`config.mk`:
```
export PLATFORM = sky130hd
export DESIGN_NAME = multi_adc_readout
export DESIGN_NICKNAME = d
export VERILOG_FILES = /design/src/rtl/adc_rd_pkg.sv /design/src/rtl/adc_rd_rst_sync.sv /design/src/rtl/adc_rd_seq.sv /design/src/rtl/adc_rd_shift.sv /design/src/rtl/adc_rd_select.sv /design/src/rtl/multi_adc_readout.sv
export SDC_FILE = /design/constraint.sdc
export NUM_CORES = 1
export LEC_CHECK = 0
export BUFFER_PORTS_ARGS = -buffer_cell sky130_fd_sc_hd__buf_2
export CORE_UTILIZATION = 64
export CTS_BUF_LIST = sky130_fd_sc_hd__clkbuf_16
export DETAILED_ROUTE_END_ITERATION = 16
export PLACE_DENSITY = 0.84
export SYNTH_ARGS = -nofsm -noshare
export SYNTH_HDL_FRONTEND = slang
export SYNTH_SLANG_ARGS = --single-unit
export TNS_END_PERCENT = 20
```
`constraint.sdc`:
```
create_clock -name clk -period 42.2 [get_ports clk]
set_input_delay 6.33 -clock clk [delete_from_list [all_inputs] [get_ports clk]]
set_output_delay 6.33 -clock clk [all_outputs]
set_load 0.03 [all_outputs]
```
`src/rtl/adc_rd_pkg.sv`:
```
package adc_rd_pkg;

  localparam int LINES_PER_ADC = 2;
  localparam int CH_PER_LINE   = 2;
  localparam int RES_PER_CH    = 2;
  localparam int CH_PER_ADC    = LINES_PER_ADC * CH_PER_LINE;

  typedef enum logic [2:0] {
    ST_IDLE,
    ST_CONV,
    ST_WAITB,
    ST_SHIFT,
    ST_TAIL,
    ST_GAP,
    ST_DONE
  } rd_state_e;

endpackage

```
`src/rtl/adc_rd_rst_sync.sv`:
```
module adc_rd_rst_sync (
  input  logic clk,
  input  logic rst_n,
  output logic rst_n_sync
);

  logic [1:0] stage_q;

  always_ff @(posedge clk or negedge rst_n) begin
    if (!rst_n) stage_q <= 2'b00;
    else        stage_q <= {stage_q[0], 1'b1};
  end

  assign rst_n_sync = stage_q[1];

endmodule

```
`src/rtl/adc_rd_seq.sv`:
```
module adc_rd_seq
  import adc_rd_pkg::*;
#(
  parameter int NUM_ADC   = 3,
  parameter int SEL_W     = 2,
  parameter int CONV_CYC  = 2,
  parameter int SCLK_HALF = 1,
  parameter int BITS      = 64
) (
  input  logic               clk,
  input  logic               rst_n,
  input  logic               conv_run,
  input  logic               sample_pulse,
  input  logic               adc_busy,
  output logic               convst,
  output logic [NUM_ADC-1:0] cs_n,
  output logic               sclk,
  output logic               sample_en,
  output logic [SEL_W-1:0]   adc_sel,
  output logic               load,
  output logic               overrun
);

  localparam int CW = $clog2(CONV_CYC + 1);
  localparam int DW = $clog2(SCLK_HALF + 1);
  localparam int BW = $clog2(BITS);

  rd_state_e        st_q, st_d;
  logic [CW-1:0]    conv_q, conv_d;
  logic [DW-1:0]    div_q, div_d;
  logic [BW-1:0]    bit_q, bit_d;
  logic [SEL_W-1:0] idx_q, idx_d;
  logic             sclk_q, sclk_d;
  logic             ovr_q, ovr_d;
  logic             accept, tick;

  assign accept = sample_pulse && conv_run;
  assign tick   = (div_q == DW'(SCLK_HALF - 1));

  always_comb begin
    st_d      = st_q;
    conv_d    = conv_q;
    div_d     = div_q;
    bit_d     = bit_q;
    idx_d     = idx_q;
    sclk_d    = sclk_q;
    ovr_d     = ovr_q;
    sample_en = 1'b0;
    load      = 1'b0;
    if (accept && (st_q != ST_IDLE)) ovr_d = 1'b1;
    case (st_q)
      ST_IDLE: begin
        if (accept) begin
          st_d   = ST_CONV;
          conv_d = '0;
          idx_d  = '0;
        end
      end
      ST_CONV: begin
        if (conv_q == CW'(CONV_CYC - 1)) st_d = ST_WAITB;
        else                             conv_d = conv_q + CW'(1);
      end
      ST_WAITB: begin
        if (!adc_busy) begin
          st_d   = ST_SHIFT;
          div_d  = '0;
          bit_d  = '0;
          sclk_d = 1'b0;
        end
      end
      ST_SHIFT: begin
        if (tick) begin
          div_d  = '0;
          sclk_d = ~sclk_q;
          if (!sclk_q) begin
            sample_en = 1'b1;
            if (bit_q == BW'(BITS - 1)) st_d = ST_TAIL;
            else                        bit_d = bit_q + BW'(1);
          end
        end else begin
          div_d = div_q + DW'(1);
        end
      end
      ST_TAIL: begin
        if (tick) begin
          div_d  = '0;
          sclk_d = 1'b0;
          st_d   = ST_GAP;
        end else begin
          div_d = div_q + DW'(1);
        end
      end
      ST_GAP: begin
        if (idx_q == SEL_W'(NUM_ADC - 1)) begin
          st_d = ST_DONE;
        end else begin
          idx_d = idx_q + SEL_W'(1);
          st_d  = ST_SHIFT;
          div_d = '0;
          bit_d = '0;
        end
      end
      ST_DONE: begin
        load = 1'b1;
        st_d = ST_IDLE;
      end
      default: st_d = ST_IDLE;
    endcase
  end

  always_ff @(posedge clk or negedge rst_n) begin
    if (!rst_n) begin
      st_q   <= ST_IDLE;
      conv_q <= '0;
      div_q  <= '0;
      bit_q  <= '0;
      idx_q  <= '0;
      sclk_q <= 1'b0;
      ovr_q  <= 1'b0;
    end else begin
      st_q   <= st_d;
      conv_q <= conv_d;
      div_q  <= div_d;
      bit_q  <= bit_d;
      idx_q  <= idx_d;
      sclk_q <= sclk_d;
      ovr_q  <= ovr_d;
    end
  end

  for (genvar k = 0; k < NUM_ADC; k++) begin : g_cs
    assign cs_n[k] = !(((st_q == ST_SHIFT) || (st_q == ST_TAIL)) && (idx_q == SEL_W'(k)));
  end

  assign convst  = (st_q == ST_CONV);
  assign sclk    = sclk_q;
  assign adc_sel = idx_q;
  assign overrun = ovr_q;

  AST_CONV_TRIGGER: assert property (@(posedge clk) disable iff (!rst_n)
    $rose(convst) |-> $past(sample_pulse && conv_run));
  AST_READ_AFTER_BUSY: assert property (@(posedge clk) disable iff (!rst_n)
    ((st_q == ST_SHIFT) && ($past(st_q) == ST_WAITB)) |-> !$past(adc_busy));
  AST_CS_SINGLE: assert property (@(posedge clk) disable iff (!rst_n)
    $onehot0(~cs_n));
  AST_SCLK_IDLE_LOW: assert property (@(posedge clk) disable iff (!rst_n)
    (&cs_n) |-> !sclk);
  AST_OVERRUN_STICKY: assert property (@(posedge clk) disable iff (!rst_n)
    overrun |=> overrun);

endmodule

```
`src/rtl/adc_rd_shift.sv`:
```
module adc_rd_shift
  import adc_rd_pkg::*;
#(
  parameter int NUM_ADC = 3,
  parameter int SEL_W   = 2,
  parameter int BITS    = 64
) (
  input  logic                                           clk,
  input  logic                                           rst_n,
  input  logic                                           sample_en,
  input  logic [SEL_W-1:0]                               adc_sel,
  input  logic [NUM_ADC-1:0]                             dout_a,
  input  logic [NUM_ADC-1:0]                             dout_b,
  output logic [NUM_ADC-1:0][LINES_PER_ADC-1:0][BITS-1:0] frame
);

  for (genvar k = 0; k < NUM_ADC; k++) begin : g_adc
    logic [BITS-1:0] sha_q, sha_d, shb_q, shb_d;
    logic            hit;

    assign hit = sample_en && (adc_sel == SEL_W'(k));

    always_comb begin
      sha_d = sha_q;
      shb_d = shb_q;
      if (hit) begin
        sha_d = {sha_q[BITS-2:0], dout_a[k]};
        shb_d = {shb_q[BITS-2:0], dout_b[k]};
      end
    end

    always_ff @(posedge clk or negedge rst_n) begin
      if (!rst_n) begin
        sha_q <= '0;
        shb_q <= '0;
      end else begin
        sha_q <= sha_d;
        shb_q <= shb_d;
      end
    end

    assign frame[k][1] = sha_q;
    assign frame[k][0] = shb_q;
  end

endmodule

```
`src/rtl/adc_rd_select.sv`:
```
module adc_rd_select
  import adc_rd_pkg::*;
#(
  parameter int NUM_ADC = 3,
  parameter int NUM_CH  = 12,
  parameter int RAW_W   = 16,
  parameter int OUT_W   = 12,
  parameter int BITS    = 64
) (
  input  logic                                           clk,
  input  logic                                           rst_n,
  input  logic                                           load,
  input  logic [NUM_CH-1:0]                              range_sel,
  input  logic [NUM_ADC-1:0][LINES_PER_ADC-1:0][BITS-1:0] frame,
  output logic [NUM_CH*OUT_W-1:0]                        ch_val,
  output logic                                           ch_valid
);

  logic [NUM_CH-1:0][OUT_W-1:0] val_q, val_d;
  logic                         vld_q;

  for (genvar i = 0; i < NUM_CH; i++) begin : g_ch
    localparam int ADC  = i / CH_PER_ADC;
    localparam int LINE = (i % CH_PER_ADC) / CH_PER_LINE;
    localparam int BASE = ((i % CH_PER_LINE) == 1) ? RES_PER_CH * RAW_W : 0;
    logic [RAW_W-1:0] cur_w, vol_w, pick_w;

    assign cur_w    = frame[ADC][LINE][BASE+RAW_W +: RAW_W];
    assign vol_w    = frame[ADC][LINE][BASE +: RAW_W];
    assign pick_w   = range_sel[i] ? vol_w : cur_w;
    assign val_d[i] = load ? pick_w[RAW_W-1 -: OUT_W] : val_q[i];
  end

  always_ff @(posedge clk or negedge rst_n) begin
    if (!rst_n) begin
      val_q <= '0;
      vld_q <= 1'b0;
    end else begin
      val_q <= val_d;
      vld_q <= load;
    end
  end

  assign ch_val   = val_q;
  assign ch_valid = vld_q;

  AST_VALID_SINGLE: assert property (@(posedge clk) disable iff (!rst_n)
    ch_valid |=> !ch_valid);
  AST_VALUES_HOLD: assert property (@(posedge clk) disable iff (!rst_n)
    !ch_valid |-> $stable(ch_val));

endmodule

```
`src/rtl/multi_adc_readout.sv`:
```
module multi_adc_readout
  import adc_rd_pkg::*;
#(
  parameter int NUM_ADC   = 3,
  parameter int RAW_W     = 16,
  parameter int OUT_W     = 12,
  parameter int CONV_CYC  = 2,
  parameter int SCLK_HALF = 1
) (
  input  logic                              clk,
  input  logic                              rst_n,
  input  logic                              conv_run,
  input  logic                              sample_pulse,
  input  logic [NUM_ADC*CH_PER_ADC-1:0]     range_sel,
  output logic                              adc_convst,
  input  logic                              adc_busy,
  output logic [NUM_ADC-1:0]                adc_cs_n,
  output logic                              adc_sclk,
  input  logic [NUM_ADC-1:0]                adc_dout_a,
  input  logic [NUM_ADC-1:0]                adc_dout_b,
  output logic [NUM_ADC*CH_PER_ADC*OUT_W-1:0] ch_val,
  output logic                              ch_valid,
  output logic                              overrun
);

  localparam int NUM_CH = NUM_ADC * CH_PER_ADC;
  localparam int BITS   = CH_PER_LINE * RES_PER_CH * RAW_W;
  localparam int SEL_W  = (NUM_ADC > 1) ? $clog2(NUM_ADC) : 1;

  logic             rst_n_s;
  logic             sample_en, load;
  logic [SEL_W-1:0] adc_sel;
  logic [NUM_ADC-1:0][LINES_PER_ADC-1:0][BITS-1:0] frame;

  adc_rd_rst_sync u_rst (
    .clk        (clk),
    .rst_n      (rst_n),
    .rst_n_sync (rst_n_s)
  );

  adc_rd_seq #(
    .NUM_ADC   (NUM_ADC),
    .SEL_W     (SEL_W),
    .CONV_CYC  (CONV_CYC),
    .SCLK_HALF (SCLK_HALF),
    .BITS      (BITS)
  ) u_seq (
    .clk          (clk),
    .rst_n        (rst_n_s),
    .conv_run     (conv_run),
    .sample_pulse (sample_pulse),
    .adc_busy     (adc_busy),
    .convst       (adc_convst),
    .cs_n         (adc_cs_n),
    .sclk         (adc_sclk),
    .sample_en    (sample_en),
    .adc_sel      (adc_sel),
    .load         (load),
    .overrun      (overrun)
  );

  adc_rd_shift #(
    .NUM_ADC (NUM_ADC),
    .SEL_W   (SEL_W),
    .BITS    (BITS)
  ) u_shift (
    .clk       (clk),
    .rst_n     (rst_n_s),
    .sample_en (sample_en),
    .adc_sel   (adc_sel),
    .dout_a    (adc_dout_a),
    .dout_b    (adc_dout_b),
    .frame     (frame)
  );

  adc_rd_select #(
    .NUM_ADC (NUM_ADC),
    .NUM_CH  (NUM_CH),
    .RAW_W   (RAW_W),
    .OUT_W   (OUT_W),
    .BITS    (BITS)
  ) u_sel (
    .clk       (clk),
    .rst_n     (rst_n_s),
    .load      (load),
    .range_sel (range_sel),
    .frame     (frame),
    .ch_val    (ch_val),
    .ch_valid  (ch_valid)
  );

endmodule

```
==> flow_metrics.tcl <==
set metrics [dict create \
    gp_congestion 0.778 \
    synth_edf_count 0 \
    cellLeakagePower_uw 0.0132 \
    timing.rr.end "u_sel.ch_val[121]" \
    wl_per_cell_um 17.5 \
    hold_viol_final 0 \
    htree_levels 2 \
    worstHoldStart "u_rst.stage_q[0]" \
    dr.first_iter.drc_count 680 \
    worstPathRequired_ns 35.87 \
    critPathCaptureType "output port" \
    syn_area_um2 22000 \
    power.density_nw_per_um2 64.1 \
    antenna_found_initial 0 \
    cts_resized 0 \
    grt_usage_pct 22.9 \
    io_buffers 173 \
    whs_path_depth 0 \
    setup_viol 0 \
    area_delta_synth_final_pct 12.1 \
    grt_max_degree 198 \
    nNetsFinal 1720 \
    antenna_left 0 \
    reg2reg_slack_ns 38.41 \
    synth_flop_cell "dfrtp_1" \
    vias 12200 \
    maxCapViolCount 0 \
    min_path_type "reg -> reg" \
    period_share_pct 20.2 \
    drive_above_1_share_pct 20.2 \
    drc_errors 0 \
    grt_pass1_vias 12900 \
    dieWidth_um 187 \
    cts_made_buffers 55 \
    cts-root-buf "clkbuf_16" \
    ys_seq_elements 546 \
    dp_hpwl_um 23000 \
    synth-warning-count 0 \
    clockBufferDepth 3 \
    first_pass_iters 4 \
    place_ws_ns 34.33 \
    overflow 0 \
    dieArea_um2 35100 \
    coreArea_um2 33700 \
    holdPathEnd "u_rst.stage_q[1]" \
    finalMaxSlewViolations 0 \
    grt_pass1_wl_um 65800 \
    outcome "finished, final reports clean" \
    placed_area_um2 22900 \
    start_util_pct 65.3 \
    clock-sinks 546 \
    die-height_um 187 \
    tns_ns 0 \
    critPathLaunchType "flip-flop" \
    skew_ns 0.0207 \
    setup_ws_ns 33.69 \
    r2r_start "u_seq.st_q[0]" \
    clkTransAtPathRegs_ns 0.06 \
    fin_crit_ns 8.51 \
    viasPerCell 5.60 \
    post_cts_buffers 0 \
    grt_setup_unrepaired "no" \
    synth_nets 1573 \
    io-pin-count 174 \
    cts_tree "done" \
    ys_types 42 \
    critPathKind "reg -> out" \
    max_slew.worst_pin.slew_ns 1.09 \
    clk_latency_ns 0.59 \
    fin_area_um2 24700 \
    synth_area_per_cell_um2 14.2 \
    ys_seq_area_share_pct 62.1 \
    cts-hold-fix-buffers 0 \
    crit_arrival_ns 2.18 \
    r2r_cells 5 \
    slew_headroom_pct 27.5 \
    timing.fmax_ghz 0.118 \
    startpoint "u_seq.st_q[2]" \
    path_max_fanout 19 \
    vdd_drop_max_mv 0.0686 \
    std_cell_rows 67 \
    antenna_cells 0 \
    synthCells 1545 \
    drt-total-wl_um 38200 \
    ys_async_sr_fraction_pct 100 \
]
## critical path, cell delays in order, from the launching register on
cell	delay, ns
dfrtp_1	0.73
nand3b_4	0.37
o21ai_0	0.20
nand2_1	0.12
buf_2	0.19
## per-stage QoR
stage / power [µW] / std cells / utilization (%) / hold slack [ns]
after floorplan: 993 / 1545 / - / 0.331
after detailed placement: 1110 / 2083 / 67.8 / 0.354
after CTS: 1600 / 2184 / 73.2 / 0.372
final: 1580 / 2184 / 73.2 / 0.359
after global routing: 1660 / 2184 / 73.2 / 0.374
after global placement: 1090 / 2083 / 67.8 / 0.341
## how the worst max path moves through the flow
stage / end / slack, ns / depth (start not counted)
finish: adc_cs_n[2] / 33.69 / 4
global route: adc_cs_n[2] / 33.52 / 4
CTS: adc_cs_n[0] / 33.69 / 4
detailed placement: adc_cs_n[0] / 34.33 / 4
global placement: adc_cs_n[2] / 34.42 / 4
floorplan: u_sel.ch_val[0] / 25.85 / 0
## logic make-up (layout without fill, tap and decap cells)
| family | count (synthesis) | count (layout) | synth area share (%) |
|---|---|---|---|
| DFF | 546 | 546 | 62.1 |
| muxes | 531 | 531 | 26.3 |
| and+or+nand+nor | 191 | 191 | 3.74 |
| AOI/OAI and AO/OA | 175 | 175 | 4.30 |
| buffers and inverters | 96 | 287 | 3.23 |
| adders and majority gates | 5 | 5 | 0.284 |
| other | 1 | 1 | 0.0170 |
## area by class of cell
| class | count | area [µm²] |
|---|---|---|
| Timing Repair Buffer | 181 | 951 |
| Tap cell | 448 | 561 |
| Inverter | 5 | 18.8 |
| Clock inverter | 44 | 392 |
| Clock buffer | 57 | 1430 |
| Multi-Input combinational cell | 903 | 7660 |
| Fill cell | 2167 | 9020 |
| Sequential cell | 546 | 13700 |
## state kept, by name (all words and copies together) (netlist names)
register / cells
u_seq.conv_q: 2
u_seq.bit_q: 6
u_seq.adc_sel: 2
u_shift.g_adc.shb_q: 192
u_sel.ch_val: 144
u_seq.overrun: 1
u_seq.st_q: 3
u_shift.g_adc.sha_q: 192
u_seq.sclk: 1
u_rst.stage_q: 2
u_sel.ch_valid: 1
## layout by cell type (no fill, tap or decap), types with 5 or more instances in the layout
master	n
dfrtp_1	545
mux2_1	310
buf_2	173
o21ai_0	154
nand2_1	153
mux2i_1	146
mux2_2	75
clkbuf_16	57
clkinv_2	15
inv_1	13
clkinv_1	12
bufinv_16	7
nor2_1	6
buf_4	6
ha_1	5
## power by group
part | internal [µW] | leakage [µW] | switching (µW)
logic | 125 | 0.00483 | 298
registers | 613 | 0.00742 | 59.3
clock network | 287 | 0.000937 | 198
total | 1030 | 0.0132 | 555
## Yosys cell counts, types with 2 or more instances
cell / n / area (µm²)
a211o_1: 3 / 26.3
a211oi_1: 2 / 15.0
a21oi_1: 4 / 20.0
a31oi_1: 2 / 12.5
buf_1: 2 / 7.51
buf_2: 10 / 50.1
buf_4: 16 / 120
buf_6: 37 / 417
clkbuf_1: 26 / 97.6
dfrtp_1: 546 / 13700
ha_1: 5 / 62.6
inv_1: 5 / 18.8
mux2_1: 310 / 3490
mux2_2: 75 / 845
mux2i_1: 146 / 1460
nand2_1: 156 / 586
nand2b_1: 4 / 25.0
nand3_1: 4 / 20.0
nor2_1: 6 / 22.5
nor2b_1: 4 / 25.0
nor3_1: 2 / 10.0
nor4_1: 4 / 25.0
o21ai_0: 154 / 771
o31ai_1: 3 / 22.5
o41ai_2: 2 / 32.5
## per-layer routing
metal,vias to the layer above,global-route usage [%],wire length [µm]
li1,5715,-,-
met1,6248,31.5,17100
met2,207,38.0,19000
met3,61,3.98,1430
met4,0,6.10,690
met5,-,0,0
(Power assumes the default switching activity.)
